### src/rtl/rxq_pkg.sv
package rxq_pkg;

    typedef struct packed {
        logic ready;
        logic full;
    } rxq_stat_t;

    typedef enum logic [1:0] {
        SRC_NONE  = 2'd0,
        SRC_BYTE  = 2'd1,
        SRC_BREAK = 2'd2
    } rxq_src_e;

    // A break outranks a received byte in the same cycle
    function automatic rxq_src_e pick_src(input logic byte_v, input logic brk_v);
        if (brk_v)       return SRC_BREAK;
        else if (byte_v) return SRC_BYTE;
        else             return SRC_NONE;
    endfunction

endpackage

### src/rtl/rxq_track.sv
module rxq_track
    import rxq_pkg::*;
#(
    parameter int DEPTH = 4,
    parameter int CNT_W = $clog2(DEPTH + 1),
    parameter int IDX_W = (DEPTH > 1) ? $clog2(DEPTH) : 1
) (
    input  logic             clk,
    input  logic             rst,
    input  logic             wr_req,
    input  logic             pop_req,
    input  logic             flush,
    output logic             pop_eff,
    output logic             wr_en,
    output logic [IDX_W-1:0] wr_idx,
    output rxq_stat_t        stat
);

    localparam logic [CNT_W-1:0] CNT_MAX = CNT_W'(DEPTH);

    logic [CNT_W-1:0] cnt_q, cnt_mid, cnt_d;
    rxq_stat_t        stat_q, stat_d;

    always_comb begin
        pop_eff = pop_req && (cnt_q != '0) && !flush;
        cnt_mid = pop_eff ? cnt_q - 1'b1 : cnt_q;
        wr_en   = wr_req && !flush;
        wr_idx  = (cnt_mid == CNT_MAX) ? IDX_W'(DEPTH - 1) : cnt_mid[IDX_W-1:0];
        if (flush)
            cnt_d = '0;
        else if (wr_en && cnt_mid != CNT_MAX)
            cnt_d = cnt_mid + 1'b1;
        else
            cnt_d = cnt_mid;
    end

    always_comb begin
        stat_d = stat_q;
        if (flush) begin
            stat_d = '0;
        end else begin
            if (pop_eff) begin
                stat_d.full = 1'b0;
                if (cnt_mid == '0) stat_d.ready = 1'b0;
            end
            if (wr_en) begin
                stat_d.ready = 1'b1;
                if (cnt_d == CNT_MAX) stat_d.full = 1'b1;
            end
        end
    end

    always_ff @(posedge clk) begin
        if (rst) begin
            cnt_q  <= '0;
            stat_q <= '0;
        end else begin
            cnt_q  <= cnt_d;
            stat_q <= stat_d;
        end
    end

    assign stat = stat_q;

    AST_CNT_BOUND: assert property (@(posedge clk) disable iff (rst)
        cnt_q <= CNT_MAX) else $error("count above depth");

    AST_FULL_MATCH: assert property (@(posedge clk) disable iff (rst)
        stat_q.full == (cnt_q == CNT_MAX)) else $error("full flag out of step");

    AST_READY_MATCH: assert property (@(posedge clk) disable iff (rst)
        stat_q.ready == (cnt_q != '0)) else $error("ready flag out of step");

    AST_OVERWRITE_HOLDS: assert property (@(posedge clk) disable iff (rst)
        (cnt_q == CNT_MAX && wr_req && !pop_req && !flush) |=> (cnt_q == CNT_MAX)) else $error("overwrite changed count");

    AST_SWAP_KEEPS_COUNT: assert property (@(posedge clk) disable iff (rst)
        (cnt_q != '0 && wr_req && pop_req && !flush) |=> $stable(cnt_q)) else $error("pop+push changed count");

endmodule

### src/rtl/rxq_store.sv
module rxq_store #(
    parameter int DATA_W = 8,
    parameter int DEPTH  = 4,
    parameter int IDX_W  = (DEPTH > 1) ? $clog2(DEPTH) : 1
) (
    input  logic              clk,
    input  logic              pop_eff,
    input  logic              wr_en,
    input  logic [IDX_W-1:0]  wr_idx,
    input  logic [DATA_W-1:0] wr_data,
    output logic [DATA_W-1:0] head
);

    logic [DATA_W-1:0] slot_q [DEPTH];

    for (genvar i = 0; i < DEPTH; i++) begin : g_slot
        logic [DATA_W-1:0] shifted;
        if (i < DEPTH - 1) begin : g_mid
            assign shifted = pop_eff ? slot_q[i+1] : slot_q[i];
        end else begin : g_tail
            assign shifted = slot_q[i];
        end
        always_ff @(posedge clk) begin
            if (wr_en && wr_idx == IDX_W'(i))
                slot_q[i] <= wr_data;
            else
                slot_q[i] <= shifted;
        end
    end

    assign head = slot_q[0];

endmodule

### src/rtl/rxq_brk.sv
module rxq_brk (
    input  logic clk,
    input  logic rst,
    input  logic brk_evt,
    input  logic brk_clr,
    output logic brk_flag
);

    logic flag_q;

    always_ff @(posedge clk) begin
        if (rst)
            flag_q <= 1'b0;
        else if (brk_evt)
            flag_q <= 1'b1;
        else if (brk_clr)
            flag_q <= 1'b0;
    end

    assign brk_flag = flag_q;

    AST_BREAK_WINS: assert property (@(posedge clk) disable iff (rst)
        brk_evt |=> flag_q) else $error("break lost");

    AST_FLAG_STICKY: assert property (@(posedge clk) disable iff (rst)
        (flag_q && !brk_clr) |=> flag_q) else $error("flag dropped without clear");

endmodule

### src/rtl/rx_break_fifo.sv
module rx_break_fifo
    import rxq_pkg::*;
#(
    parameter int DATA_W = 8,
    parameter int DEPTH  = 4
) (
    input  logic              clk,
    input  logic              rst,
    input  logic              push_valid,
    input  logic [DATA_W-1:0] push_data,
    input  logic              brk_evt,
    input  logic              pop,
    output logic [DATA_W-1:0] pop_data,
    input  logic              flush,
    input  logic              rx_en,
    input  logic              brk_clr,
    output logic              ready,
    output logic              full,
    output logic              can_accept,
    output logic              brk_flag
);

    localparam int CNT_W = $clog2(DEPTH + 1);
    localparam int IDX_W = (DEPTH > 1) ? $clog2(DEPTH) : 1;

    rxq_src_e          src;
    logic              wr_req, pop_eff, wr_en;
    logic [IDX_W-1:0]  wr_idx;
    logic [DATA_W-1:0] wr_data, head;
    rxq_stat_t         stat;

    always_comb begin
        src     = pick_src(push_valid, brk_evt);
        wr_req  = (src != SRC_NONE);
        wr_data = (src == SRC_BREAK) ? '0 : push_data;
    end

    rxq_track #(.DEPTH(DEPTH), .CNT_W(CNT_W), .IDX_W(IDX_W)) u_track (
        .clk     (clk),
        .rst     (rst),
        .wr_req  (wr_req),
        .pop_req (pop),
        .flush   (flush),
        .pop_eff (pop_eff),
        .wr_en   (wr_en),
        .wr_idx  (wr_idx),
        .stat    (stat)
    );

    rxq_store #(.DATA_W(DATA_W), .DEPTH(DEPTH), .IDX_W(IDX_W)) u_store (
        .clk     (clk),
        .pop_eff (pop_eff),
        .wr_en   (wr_en),
        .wr_idx  (wr_idx),
        .wr_data (wr_data),
        .head    (head)
    );

    rxq_brk u_brk (
        .clk      (clk),
        .rst      (rst),
        .brk_evt  (brk_evt),
        .brk_clr  (brk_clr),
        .brk_flag (brk_flag)
    );

    assign ready      = stat.ready;
    assign full       = stat.full;
    assign pop_data   = stat.ready ? head : '0;
    assign can_accept = rx_en && !stat.full;

    AST_FULL_NEEDS_READY: assert property (@(posedge clk) disable iff (rst)
        full |-> ready) else $error("full without ready");

    AST_PUSH_SETS_READY: assert property (@(posedge clk) disable iff (rst)
        ((push_valid || brk_evt) && !flush) |=> ready) else $error("push left queue empty");

    AST_POP_CLEARS_FULL: assert property (@(posedge clk) disable iff (rst)
        (full && pop && !push_valid && !brk_evt && !flush) |=> !full) else $error("pop kept full");

    AST_EMPTY_READS_ZERO: assert property (@(posedge clk) disable iff (rst)
        !ready |-> (pop_data == '0)) else $error("empty read not zero");

    AST_EMPTY_POP_INERT: assert property (@(posedge clk) disable iff (rst)
        (!ready && pop && !push_valid && !brk_evt) |=> !ready) else $error("empty pop changed state");

    AST_BREAK_BYTE_ZERO: assert property (@(posedge clk) disable iff (rst)
        (!ready && brk_evt && !flush) |=> (ready && pop_data == '0)) else $error("break byte not zero");

    AST_NO_ACCEPT_FULL: assert property (@(posedge clk) disable iff (rst)
        full |-> !can_accept) else $error("accept while full");

    AST_FLUSH_EMPTIES: assert property (@(posedge clk) disable iff (rst)
        flush |=> (!ready && !full)) else $error("flush left data");

endmodule

### config.mk
export PLATFORM = sky130hd
export DESIGN_NAME = rx_break_fifo
export DESIGN_NICKNAME = d
export VERILOG_FILES = /design/src/rtl/rxq_pkg.sv /design/src/rtl/rxq_track.sv /design/src/rtl/rxq_store.sv /design/src/rtl/rxq_brk.sv /design/src/rtl/rx_break_fifo.sv
export SDC_FILE = /design/constraint.sdc
export NUM_CORES = 1
export LEC_CHECK = 0
export BUFFER_PORTS_ARGS = -buffer_cell sky130_fd_sc_hd__buf_2
export CELL_PAD_IN_SITES_DETAIL_PLACEMENT = 1
export CELL_PAD_IN_SITES_GLOBAL_PLACEMENT = 1
export CORE_MARGIN = 3
export CORE_UTILIZATION = 46
export CTS_BUF_LIST = sky130_fd_sc_hd__clkbuf_4 sky130_fd_sc_hd__clkbuf_8
export DETAILED_ROUTE_END_ITERATION = 8
export MAX_ROUTING_LAYER = met4
export PLACE_DENSITY = 0.84
export SYNTH_ARGS = -nofsm -noshare
export SYNTH_HDL_FRONTEND = slang
export SYNTH_SLANG_ARGS = --single-unit
### constraint.sdc
create_clock -name clk -period 3.6 [get_ports clk]
set_clock_uncertainty 0.2 [all_clocks]
set_input_delay 0.36 -clock clk [delete_from_list [all_inputs] [get_ports clk]]
set_output_delay 0.36 -clock clk [all_outputs]
set_load 0.005 [all_outputs]
=== Word-level counts from Yosys, hierarchy flattened ===
Memory sizes are Yosys's and may differ from the RTL's.
Index checks and enable logic that the tools add are counted.

* Flip-flop bits (word level): 6
* Memory bits (writable): 32
* Input bits: 16
* Output and inout bits: 12
* Word-level logic and storage cells: 71
* Memories kept: 1

* Add/sub/neg operators: 2
* Equal/unequal tests: 7
* Mux-type cells: 33
* Bitwise gates (word level): 4
* Reductions and logical operators: 20

{| class="wikitable"
|+ Memories
! memory !! depth !! bits a word !! rd ports !! clocked after memory_dff !! write ports !! RTL line !! source
|-
| u_store.slot_q || 4 || 8 || 4 || 0 || 4 || rxq_store.sv:14 || <nowiki>logic [DATA_W-1:0] slot_q [DEPTH];</nowiki>
|}

{| class="wikitable"
|+ Operators by type and width
! operator !! number
|-
| $mux 8 || 9
|-
| $mux 1 || 17
|-
| $logic_and 1x1->1 || 9
|-
| $mux 3 || 3
|-
| $mux 2 || 4
|-
| $reduce_bool 2->1 || 4
|-
| $eq 2x2->1 const B || 3
|-
| $eq 3x3->1 const B || 2
|-
| $or 1x1->1 || 4
|-
| $add 3x1->3 const B || 1
|-
| $logic_not 3->1 || 1
|-
| $ne 3x3->1 const B || 1
|-
| $reduce_bool 3->1 || 1
|-
| $sub 3x1->3 const B || 1
|-
| $eq 2x1->1 const B || 1
|-
| $logic_not 1->1 || 2
|-
| $logic_not 2->1 || 1
|-
| $reduce_and 2->1 || 1
|-
| $reduce_or 2->1 || 1
|}

=== Logic depth before layout (Yosys ltp) ===
Gate-level depths: netlist of the first run.

* Word-level depth: 11
* Gate-level depth with buffers: 11
* Mapped depth without buffers: 10

=== Modules after synthesis ===
A second synthesis of the first run with hierarchy kept.

* Cell total of the unflattened synthesis: 143
* Area, all modules: 1934.4 sq um

{| class="wikitable"
|+ By module, submodules not included
! module !! times used !! cells each !! area an instance (sq um)
|-
| rxq_store || 1 || 63 || 1298.7
|-
| rxq_track || 1 || 58 || 484.2
|-
| rx_break_fifo || 1 || 18 || 112.6
|-
| rxq_brk || 1 || 4 || 38.8
|}

=== Least setup slack after synthesis of the first run ===
OpenSTA, ideal clock, no wires.

* Path type: reg-to-reg
* Start point: register u_track.cnt_q[0]
* End point: memory u_store.slot_q[0][0], data pin
* Setup time: 0.260 ns
* Arrival: 2.118 ns
* Required time: 3.140 ns
* Setup slack: 1.022 ns
* Cell stages (with the launch flop): 11
* Period minus slack after synthesis: 2.578 ns
* Path through: dfxtp_1 inv_1 ha_1 nor2b_1 o21ai_0 nand2_1 inv_1 ha_1 a21oi_2 a21boi_4 mux2_2

{| class="wikitable"
|+ RTL lines
! what !! RTL line !! source
|-
| start, declared || rxq_track.sv:21 || <nowiki>logic [CNT_W-1:0] cnt_q, cnt_mid, cnt_d;</nowiki>
|-
| start signal, assigned || rxq_track.sv:58 || <nowiki>cnt_q <= cnt_d;</nowiki>
|-
| end, declared || rxq_store.sv:14 ||
|}

==> flow_metrics.tcl, run 1 <==
set metrics [dict create \
    nNetsFinal 219 \
    gp_congestion 0.858 \
    ys_seq_elements 38 \
    final_layout_size_suffix_gt1_frac 0.258 \
    synth-edff-count 32 \
    wl_per_cell_um 17.9 \
    drtAntennaViolNets 0 \
    drc 0 \
    pwr-share-clk 0.363 \
    die_w_um 69.6 \
    status "finished, final reports clean" \
    port_buffers 27 \
    clock_latency_ns 0.29 \
    endpoint_kind "flip-flop" \
    r2r_slack_ns 0.50 \
    stdcell_area_sq_mm 0.00217 \
    synthFlopType "edfxtp_1" \
    rr_startpoint "u_track.cnt_q[0]$_SDFF_PP0_" \
    wirelength_um 4410 \
    gr-total-overflow 0 \
    crit_arrival_ns 2.94 \
    pwr-share-seq 0.512 \
    hold_depth 2 \
    finalCritPeriodShare 0.862 \
    placed_area_sq_mm 0.00205 \
    cp.required_ns 3.44 \
    via_count 1376 \
    power_uw 1000 \
    synthCells 165 \
    clockBufferDepth 2 \
    syn_to_final_growth_pct 16.3 \
    grt_pass1_vias 1466 \
    cts_hold_buf 0 \
    power_per_cell_area_mw_per_mm2 464 \
    hold_class "input port to flip-flop" \
    coreArea_sq_mm 0.00377 \
    cts_tree "done" \
    maxCapViolCount 0 \
    routed_via_density 5.59 \
    netlist_area_sq_mm 0.00186 \
    critPathKind "flip-flop to flip-flop" \
    fp.dieH_um 69.6 \
    fp-row-count 22 \
    clk_pin_slew_ns 0.08 \
    p_leak_uw 0.000945 \
    min_to "u_brk.brk_flag$_SDFFE_PP0P_" \
    synth_seq_area_share 0.581 \
    slew_viol_final 0 \
    dr.pass1.iters 4 \
    ctsResizeCount 0 \
    cts_made_buffers 5 \
    max_freq_mhz 322 \
    yosysUniqueCellTypes 31 \
    tightest_slew_ns 0.547 \
    switching_share 0.233 \
    first_iter_violations 143 \
    start_kind "flip-flop" \
    die_area_sq_mm 0.00485 \
    setup_viol 0 \
    post-cts-setup-buffers 0 \
    finalHoldViolations 0 \
    ios 28 \
    r2r-end "u_store.slot_q[0][5]$_DFFE_PP_" \
    root_buffer "clkbuf_8" \
    p_comb_frac 0.125 \
    async_flop_share 0 \
    max_slew_margin 0.635 \
    syn_nets 187 \
    grt_pass1_wl_um 7170 \
    synth_warnings 0 \
    post-route-min-period_ns 3.10 \
    fin_setup_tns_ns 0 \
    crit_fanout 9 \
    grt_setup_unrepaired "no" \
    switching_power_uw 234 \
    power.internal_uw 771 \
    r2r_cells 10 \
    antenna_cells 0 \
    grt_max_degree 18 \
    postSynthAreaPerCell_sq_um 11.3 \
    peakVddDrop_uv 364 \
    start_util 0.494 \
    grt_antenna_before_repair 0 \
    dp_hpwl_um 3230 \
    min-delay-start "rst" \
    gr-usage-all-layers 0.199 \
    h-tree-depth 2 \
    clock_sinks 38 \
]
[area by class of cell]
class	instances	area, sq um
clock buffer	6	76.3
clock inverter	2	37.5
fill	426	1610
inverter	13	48.8
multi-input combinational	111	719
sequential	38	1080
tap	48	60.1
timing repair buffer	28	143
[power groups by stage]
stage | combinational (uW) | clock [uW] | sequential, uW
after floorplan | 82.2 | 0 | 521
final | 125 | 365 | 514
after global placement | 113 | 0 | 523
after CTS | 125 | 369 | 514
after global routing | 139 | 394 | 516
after detailed placement | 123 | 0 | 524
[cells by family (layout without fill, tap and decap cells)]
family | Yosys count | count (layout) | synth area share
flip-flops | 38 | 38 | 0.581
multiplexers | 11 | 11 | 0.0679
buffers and inverters | 16 | 49 | 0.0329
adder cells (fa/ha/maj) | 6 | 6 | 0.0403
AO/OA/AOI/OAI | 29 | 29 | 0.0948
AND/OR/NAND/NOR | 65 | 65 | 0.183
[synthesized netlist by cell type, types with 2 or more instances]
cell type,n,share of area
a21oi_1,4,0.011
nor2_1,8,0.016
ha_1,6,0.040
edfxtp_1,32,0.52
dfxtp_1,6,0.065
clkbuf_1,2,0.0040
inv_1,13,0.026
nand2_1,23,0.046
nor2b_1,3,0.010
and2_1,9,0.030
nand3_1,4,0.011
or2_2,2,0.0067
o21ai_0,18,0.048
nand2b_1,10,0.034
mux2_2,9,0.054
[per-stage QoR]
| stage | std cells | util | worst slack [ns] | hold slack [ns] |
|---|---|---|---|---|
| after floorplan | 165 | - | 1.02 | 0.232 |
| after global placement | 238 | 0.544 | 0.797 | 0.272 |
| after detailed placement | 238 | 0.544 | 0.551 | 0.283 |
| after CTS | 246 | 0.574 | 0.542 | 0.0970 |
| after global routing | 246 | 0.574 | 0.285 | 0.0939 |
| final | 246 | 0.574 | 0.495 | 0.0967 |
[critical path, cell delays in order (launching register included)]
cell and delay, ns:
dfxtp_1 0.34, inv_1 0.13, ha_1 0.20, nor2b_1 0.23, o21ai_0 0.18, nand2_1 0.21
inv_1 0.10, ha_1 0.28, a21oi_2 0.22, a21boi_4 0.37, mux2_2 0.38
[worst max-delay path by stage]
stage | start | end | slack, ns | depth (start not counted)
detailed placement | u_track.cnt_q[0]$_SDFF_PP0_ | u_store.slot_q[0][3]$_DFFE_PP_ | 0.55 | 10
global route | u_track.cnt_q[0]$_SDFF_PP0_ | u_store.slot_q[2][4]$_DFFE_PP_ | 0.29 | 9
CTS | u_track.cnt_q[0]$_SDFF_PP0_ | u_store.slot_q[0][5]$_DFFE_PP_ | 0.54 | 10
floorplan | u_track.cnt_q[0]$_SDFF_PP0_ | u_store.slot_q[0][0]$_DFFE_PP_ | 1.02 | 10
global placement | u_track.cnt_q[0]$_SDFF_PP0_ | u_store.slot_q[2][0]$_DFFE_PP_ | 0.80 | 9
finish | u_track.cnt_q[0]$_SDFF_PP0_ | u_store.slot_q[0][5]$_DFFE_PP_ | 0.50 | 10
[placed cells by master (no fill, tap or decap)]
cell type and instances:
clkbuf_8 5, or2_2 2, a21oi_2 1, nand2_1 23
nor2b_1 3, nand3b_1 1, clkbuf_4 1, edfxtp_1 32
dfxtp_1 6, a21boi_0 1, nor3_1 1, a21o_1 1
a21boi_4 1, nand2b_1 10, and3b_1 1, o21ai_0 18
a22oi_1 1, a21oi_1 4, mux2_2 9, nand3b_4 1
o31ai_1 1, nor2_1 8, clkinvlp_4 1, bufinv_16 1
buf_4 1, mux2_4 1, nand3_1 4, and2b_1 1
mux2i_1 1, and2_1 9, o2111ai_1 1, nor4_1 1
buf_2 27, ha_1 6, inv_1 13
[routing by layer]
layer	vias to the layer above	GRT usage	wire (um)
met2	48	0.317	2140
met5	-	-	0
met3	18	0.0493	200
li1	633	-	-
met1	677	0.246	1920
met4	0	0.0745	150
[registers in the layout, summed over array words and instances (netlist names)]
signal / count
u_track.stat: 2
u_store.slot_q: 32
u_brk.brk_flag: 1
u_track.cnt_q: 3
No activity file was read; power rests on OpenSTA's default activity.
==> run 2, diff against run 1 <==
--- a/config.mk
+++ b/config.mk
@@ -5,15 +5,16 @@
 export SDC_FILE = /design/constraint.sdc
 export NUM_CORES = 1
 export LEC_CHECK = 0
+export ABC_AREA = 1
 export BUFFER_PORTS_ARGS = -buffer_cell sky130_fd_sc_hd__buf_2
 export CELL_PAD_IN_SITES_DETAIL_PLACEMENT = 1
 export CELL_PAD_IN_SITES_GLOBAL_PLACEMENT = 1
 export CORE_MARGIN = 3
-export CORE_UTILIZATION = 46
+export CORE_UTILIZATION = 45
 export CTS_BUF_LIST = sky130_fd_sc_hd__clkbuf_4 sky130_fd_sc_hd__clkbuf_8
 export DETAILED_ROUTE_END_ITERATION = 8
 export MAX_ROUTING_LAYER = met4
-export PLACE_DENSITY = 0.84
+export PLACE_DENSITY = 0.85
 export SYNTH_ARGS = -nofsm -noshare
 export SYNTH_HDL_FRONTEND = slang
 export SYNTH_SLANG_ARGS = --single-unit
==> constraint.sdc (replaced) <==
create_clock -name clk -period 3.15 [get_ports clk]
set_clock_uncertainty 0.2 [all_clocks]
set_input_delay 0.315 -clock clk [delete_from_list [all_inputs] [get_ports clk]]
set_output_delay 0.315 -clock clk [all_outputs]
set_load 0.005 [all_outputs]
==> flow_metrics.tcl, run 2 <==
set metrics [dict create \
    ys_seq_elements 38 \
    fin_setup_tns_ns 0 \
    synth_top_area_cell "edfxtp_1" \
    critPathKind "flip-flop to flip-flop" \
    finalCritPeriodShare 0.897 \
    power_per_cell_area_mw_per_mm2 491 \
    wirelength_um 4130 \
    final_layout_size_suffix_gt1_frac 0.252 \
    drc 0 \
    maxCapViolCount 0 \
    max_freq_mhz 354 \
    postSynthAreaPerCell_sq_um 9.15 \
    start_util 0.480 \
    power_uw 1110 \
    yosysUniqueCellTypes 23 \
    tightest_slew_ns 0.372 \
    ios 28 \
    first_iter_violations 55 \
    cts_made_buffers 5 \
    dr.pass1.iters 4 \
    gp_congestion 0.870 \
    status "finished, final reports clean" \
    cp.required_ns 2.92 \
    syn_to_final_growth_pct 14.6 \
    gr-total-overflow 0 \
    post-route-min-period_ns 2.82 \
    synth-edff-count 32 \
    post-cts-setup-buffers 0 \
    crit_fanout 9 \
    setup_viol 0 \
    clk_pin_slew_ns 0.08 \
    start_kind "flip-flop" \
    most-common-layout-cells "nand2_1 (90), edfxtp_1 (32), inv_1 (30), buf_2 (27), nor2_1 (13)" \
    grt_pass1_wl_um 7000 \
    clockBufferDepth 2 \
    hold_ws_ns 0.0594 \
    gr-usage-all-layers 0.183 \
    nNetsFinal 271 \
    antenna_cells 0 \
    routed_via_density 4.87 \
    max_slew_margin 0.751 \
    async_flop_share 0 \
    crit_arrival_ns 2.59 \
    grt_setup_unrepaired "no" \
    synth_area_leaders "edfxtp_1 (49%), nand2_1 (17%), dfxtp_1 (6.1%)" \
    final_common_cell "nand2_1" \
    grt_max_degree 13 \
    largest-register "u_store.slot_q" \
    cts_hold_buf 0 \
    wl_per_cell_um 13.8 \
    peakVddDrop_uv 226 \
    fp-row-count 23 \
    slew_viol_final 0 \
    p_leak_uw 0.00113 \
    yosysMostFrequentCell "nand2_1" \
    ctsResizeCount 0 \
    synthCells 216 \
    clock_latency_ns 0.29 \
    die_w_um 72.3 \
    synth.cells.most_frequent "nand2_1 (90), edfxtp_1 (32), inv_1 (30)" \
    r2r_slack_ns 0.33 \
    grt_pass1_vias 1487 \
    finalHoldViolations 0 \
    fp.dieH_um 72.3 \
    port_buffers 27 \
    synth_warnings 0 \
    endpoint_kind "flip-flop" \
    synthFlopType "edfxtp_1" \
    dp_hpwl_um 3220 \
    clock_sinks 38 \
    largest_reg_flops 32 \
    coreArea_sq_mm 0.00412 \
    grt_antenna_before_repair 0 \
    via_count 1460 \
    h-tree-depth 2 \
    cts_tree "done" \
    die_area_sq_mm 0.00522 \
    synth_top_area_frac 0.486 \
    hold_class "input port to flip-flop" \
    syn_nets 238 \
    netlist_area_sq_mm 0.00198 \
    synth_seq_area_share 0.547 \
    drtAntennaViolNets 0 \
    root_buffer "clkbuf_8" \
    nFillCells 494 \
]
## run 2: changes by cell type after synthesis, moves of 6 or more
| cell | before | now |
|---|---|---|
| o21ai_0 | 18 | 0 |
| nand2_1 | 23 | 90 |
| and2_1 | 9 | 0 |
| inv_1 | 13 | 30 |
| nand2b_1 | 10 | 0 |
| mux2_2 | 9 | 0 |
| nand2_2 | 0 | 6 |
## run 2: per-stage QoR
| stage | instances | setup WS [ns] | util | area (sq um) |
|---|---|---|---|---|
| 3_3_place_gp | 292 | 0.501 | 0.528 | 2170 |
| 4_1_cts | 300 | 0.301 | 0.551 | 2270 |
| 6_report | 300 | 0.325 | 0.551 | 2270 |
| 5_1_grt | 300 | 0.143 | 0.551 | 2270 |
| 3_5_place_dp | 292 | 0.320 | 0.528 | 2170 |
| 2_1_floorplan | 216 | 0.639 | - | 1980 |
## run 2: cell type report
class,instances,area [sq um],area share
inverters,34,128,0.0563
clock inverters,2,12.5,0.00552
well taps,50,62.6,0.0276
flip-flops and latches,38,1080,0.477
multi-input cells,142,757,0.334
clock buffers,6,82.6,0.0364
repair buffers,28,143,0.0629
## run 2: layer usage
layer | global-route usage | routed length (um) | vias to the layer above
met1 | 0.206 | 1790 | 685
met4 | 0.0626 | 42 | 0
met2 | 0.325 | 2160 | 35
met5 | - | 0 | -
met3 | 0.0332 | 144 | 5
li1 | - | - | 735
## run 2: critical path, stage by stage, from the launching register on
cell,delay [ns]
dfxtp_1,0.39
inv_1,0.08
ha_1,0.20
nand2_1,0.13
nand2_4,0.12
o21ai_4,0.30
inv_2,0.08
ha_1,0.23
nand2_4,0.12
nand3_4,0.11
nor2_8,0.17
inv_2,0.10
nand2_1,0.26
## run 2: path summary, 6_finish.rpt
kind	endpoint	from	cells after the start
worst max-delay path	u_store.slot_q[0][7]$_DFFE_PP_	u_track.cnt_q[1]$_SDFF_PP0_	12
worst min-delay path	u_track.cnt_q[2]$_SDFF_PP0_	rst	2
worst max register to register	u_store.slot_q[0][7]$_DFFE_PP_	u_track.cnt_q[1]$_SDFF_PP0_	12
worst min register to register	u_brk.brk_flag$_SDFFE_PP0P_	u_brk.brk_flag$_SDFFE_PP0P_	2
## run 2: kinds of logic (layout without fill, tap and decap cells)
logic type | count (synthesis) | in the layout | share of synthesized area
AOI/OAI and AO/OA | 9 | 9 | 0.0399
DFF | 38 | 38 | 0.547
buffers and inverters | 36 | 70 | 0.0703
adders and majority gates | 6 | 6 | 0.0380
and+or+nand+nor | 127 | 127 | 0.305
## run 2: report_power, final
| part | switching, uW | internal [uW] | total (uW) | leakage [uW] |
|---|---|---|---|---|
| registers | 10.0 | 585 | 595 | 0.000346 |
| clock network | 173 | 176 | 349 | 0.0000472 |
| logic | 116 | 52.5 | 168 | 0.000736 |
==> run 3, diff against run 2 <==
--- a/config.mk
+++ b/config.mk
@@ -9,9 +9,10 @@
 export BUFFER_PORTS_ARGS = -buffer_cell sky130_fd_sc_hd__buf_2
 export CELL_PAD_IN_SITES_DETAIL_PLACEMENT = 1
 export CELL_PAD_IN_SITES_GLOBAL_PLACEMENT = 1
-export CORE_MARGIN = 3
+export CORE_MARGIN = 2
 export CORE_UTILIZATION = 45
 export CTS_BUF_LIST = sky130_fd_sc_hd__clkbuf_4 sky130_fd_sc_hd__clkbuf_8
+export CTS_CLUSTER_DIAMETER = 80
 export DETAILED_ROUTE_END_ITERATION = 8
 export MAX_ROUTING_LAYER = met4
 export PLACE_DENSITY = 0.85
==> flow_metrics.tcl, run 3 (synthesis results as in run 2) <==
set metrics [dict create \
    gp_congestion 0.826 \
    nNetsFinal 271 \
    h-tree-depth 2 \
    post-route-min-period_ns 2.81 \
    grt_pass1_vias 1469 \
    start_kind "flip-flop" \
    final_layout_size_suffix_gt1_frac 0.245 \
    wirelength_um 3990 \
    fin_setup_tns_ns 0 \
    crit_chain "inv_1 > ha_1 > nand2_1 > nand2_4 > o21ai_4 > inv_2 > ha_1 > nand2_4 > nand3_4 > nor2_8 > inv_2 > nand2_1" \
    antenna_cells 0 \
    drtAntennaViolNets 0 \
    post-cts-setup-buffers 0 \
    dr.pass1.iters 4 \
    cp_top_family "simple AND/OR/NAND/NOR gates" \
    crit_fanout 9 \
    crit_path_top_delay_cell "dfxtp_1" \
    dp_hpwl_um 3140 \
    setup_viol 0 \
    die_area_sq_mm 0.00494 \
    grt_setup_unrepaired "no" \
    clk_pin_slew_ns 0.07 \
    grt_antenna_before_repair 0 \
    drc 0 \
    max_freq_mhz 356 \
    coreArea_sq_mm 0.00429 \
    via_count 1434 \
    clockBufferDepth 2 \
    ctsResizeCount 0 \
    largest_reg_flops 32 \
    hold_depth 2 \
    start_util 0.460 \
    gr-total-overflow 0 \
    final_common_cell "nand2_1" \
    endpoint_kind "flip-flop" \
    power_per_cell_area_mw_per_mm2 509 \
    cts_hold_buf 0 \
    syn_to_final_growth_pct 15.1 \
    fin_util 0.530 \
    most-common-layout-cells "nand2_1 (90), edfxtp_1 (32), inv_1 (30), buf_2 (27), nor2_1 (13)" \
    cp.required_ns 2.92 \
    port_buffers 27 \
    max_stage_delay_ns 0.35 \
    tightest_slew_ns 0.368 \
    maxCapViolCount 0 \
    cts_made_buffers 5 \
    cp_num_cells 12 \
    slew_viol_final 0 \
    status "finished, final reports clean" \
    finalCritPeriodShare 0.891 \
    critPathKind "flip-flop to flip-flop" \
    hold_class "input port to flip-flop" \
    crit_buf_inv 3 \
    routed_via_density 4.76 \
    peakVddDrop_uv 328 \
    wl_per_cell_um 13.3 \
    root_buffer "clkbuf_8" \
    first_iter_violations 51 \
    ios 28 \
    r2r_cells 12 \
    die_w_um 70.3 \
    finalHoldViolations 0 \
    grt_pass1_wl_um 7110 \
    grt_max_degree 12 \
    fp-row-count 24 \
    fp.dieH_um 70.3 \
    max_slew_margin 0.754 \
    cts_tree "done" \
    largest-register "u_store.slot_q" \
    gr-usage-all-layers 0.195 \
    clock_latency_ns 0.29 \
    clock_sinks 38 \
    p_leak_uw 0.00113 \
    crit_arrival_ns 2.57 \
]
-- run 3: metal layers --
metal  part of all wire  global-route usage
met5                  0                   -
met4              0.016              0.0641
met3              0.037              0.0404
met2               0.52               0.322
met1               0.43               0.239
-- run 3: path summary, 6_finish.rpt --
kind,from,to,slack [ns]
setup reg to reg,u_track.cnt_q[0]$_SDFF_PP0_,u_store.slot_q[0][2]$_DFFE_PP_,0.34
hold reg to reg,u_brk.brk_flag$_SDFFE_PP0P_,u_brk.brk_flag$_SDFFE_PP0P_,0.26
hold / removal,rst,u_track.cnt_q[2]$_SDFF_PP0_,0.05
setup / recovery,u_track.cnt_q[0]$_SDFF_PP0_,u_store.slot_q[0][2]$_DFFE_PP_,0.34
-- run 3: final cells by class --
type	count	area, sq um
clock inverter	2	33.8
sequential	38	1080
clock buffer	5	68.8
inverter	34	128
tap	52	65.1
fill	513	2020
timing repair buffer	28	143
multi-input combinational	142	757
-- run 3: stage by stage --
stage | hold slack, ns | std cells | worst slack (ns) | instance area, sq um | total power, uW
6_report | 0.0472 | 301 | 0.343 | 2280 | 1160
5_1_grt | 0.0683 | 301 | 0.160 | 2280 | 1210
4_1_cts | 0.0516 | 301 | 0.320 | 2280 | 1170
3_5_place_dp | 0.259 | 294 | 0.338 | 2170 | 775
3_3_place_gp | 0.246 | 294 | 0.498 | 2170 | 762
2_1_floorplan | 0.184 | 216 | 0.639 | 1980 | 723
-- run 3: report_power, final --
part / total, uW / switching (uW) / internal, uW / leakage (uW)
Combinational: 167 / 114 / 52.7 / 0.000736
Clock: 396 / 167 / 229 / 0.0000517
Sequential: 596 / 9.99 / 586 / 0.000346
Total: 1160 / 291 / 867 / 0.00113
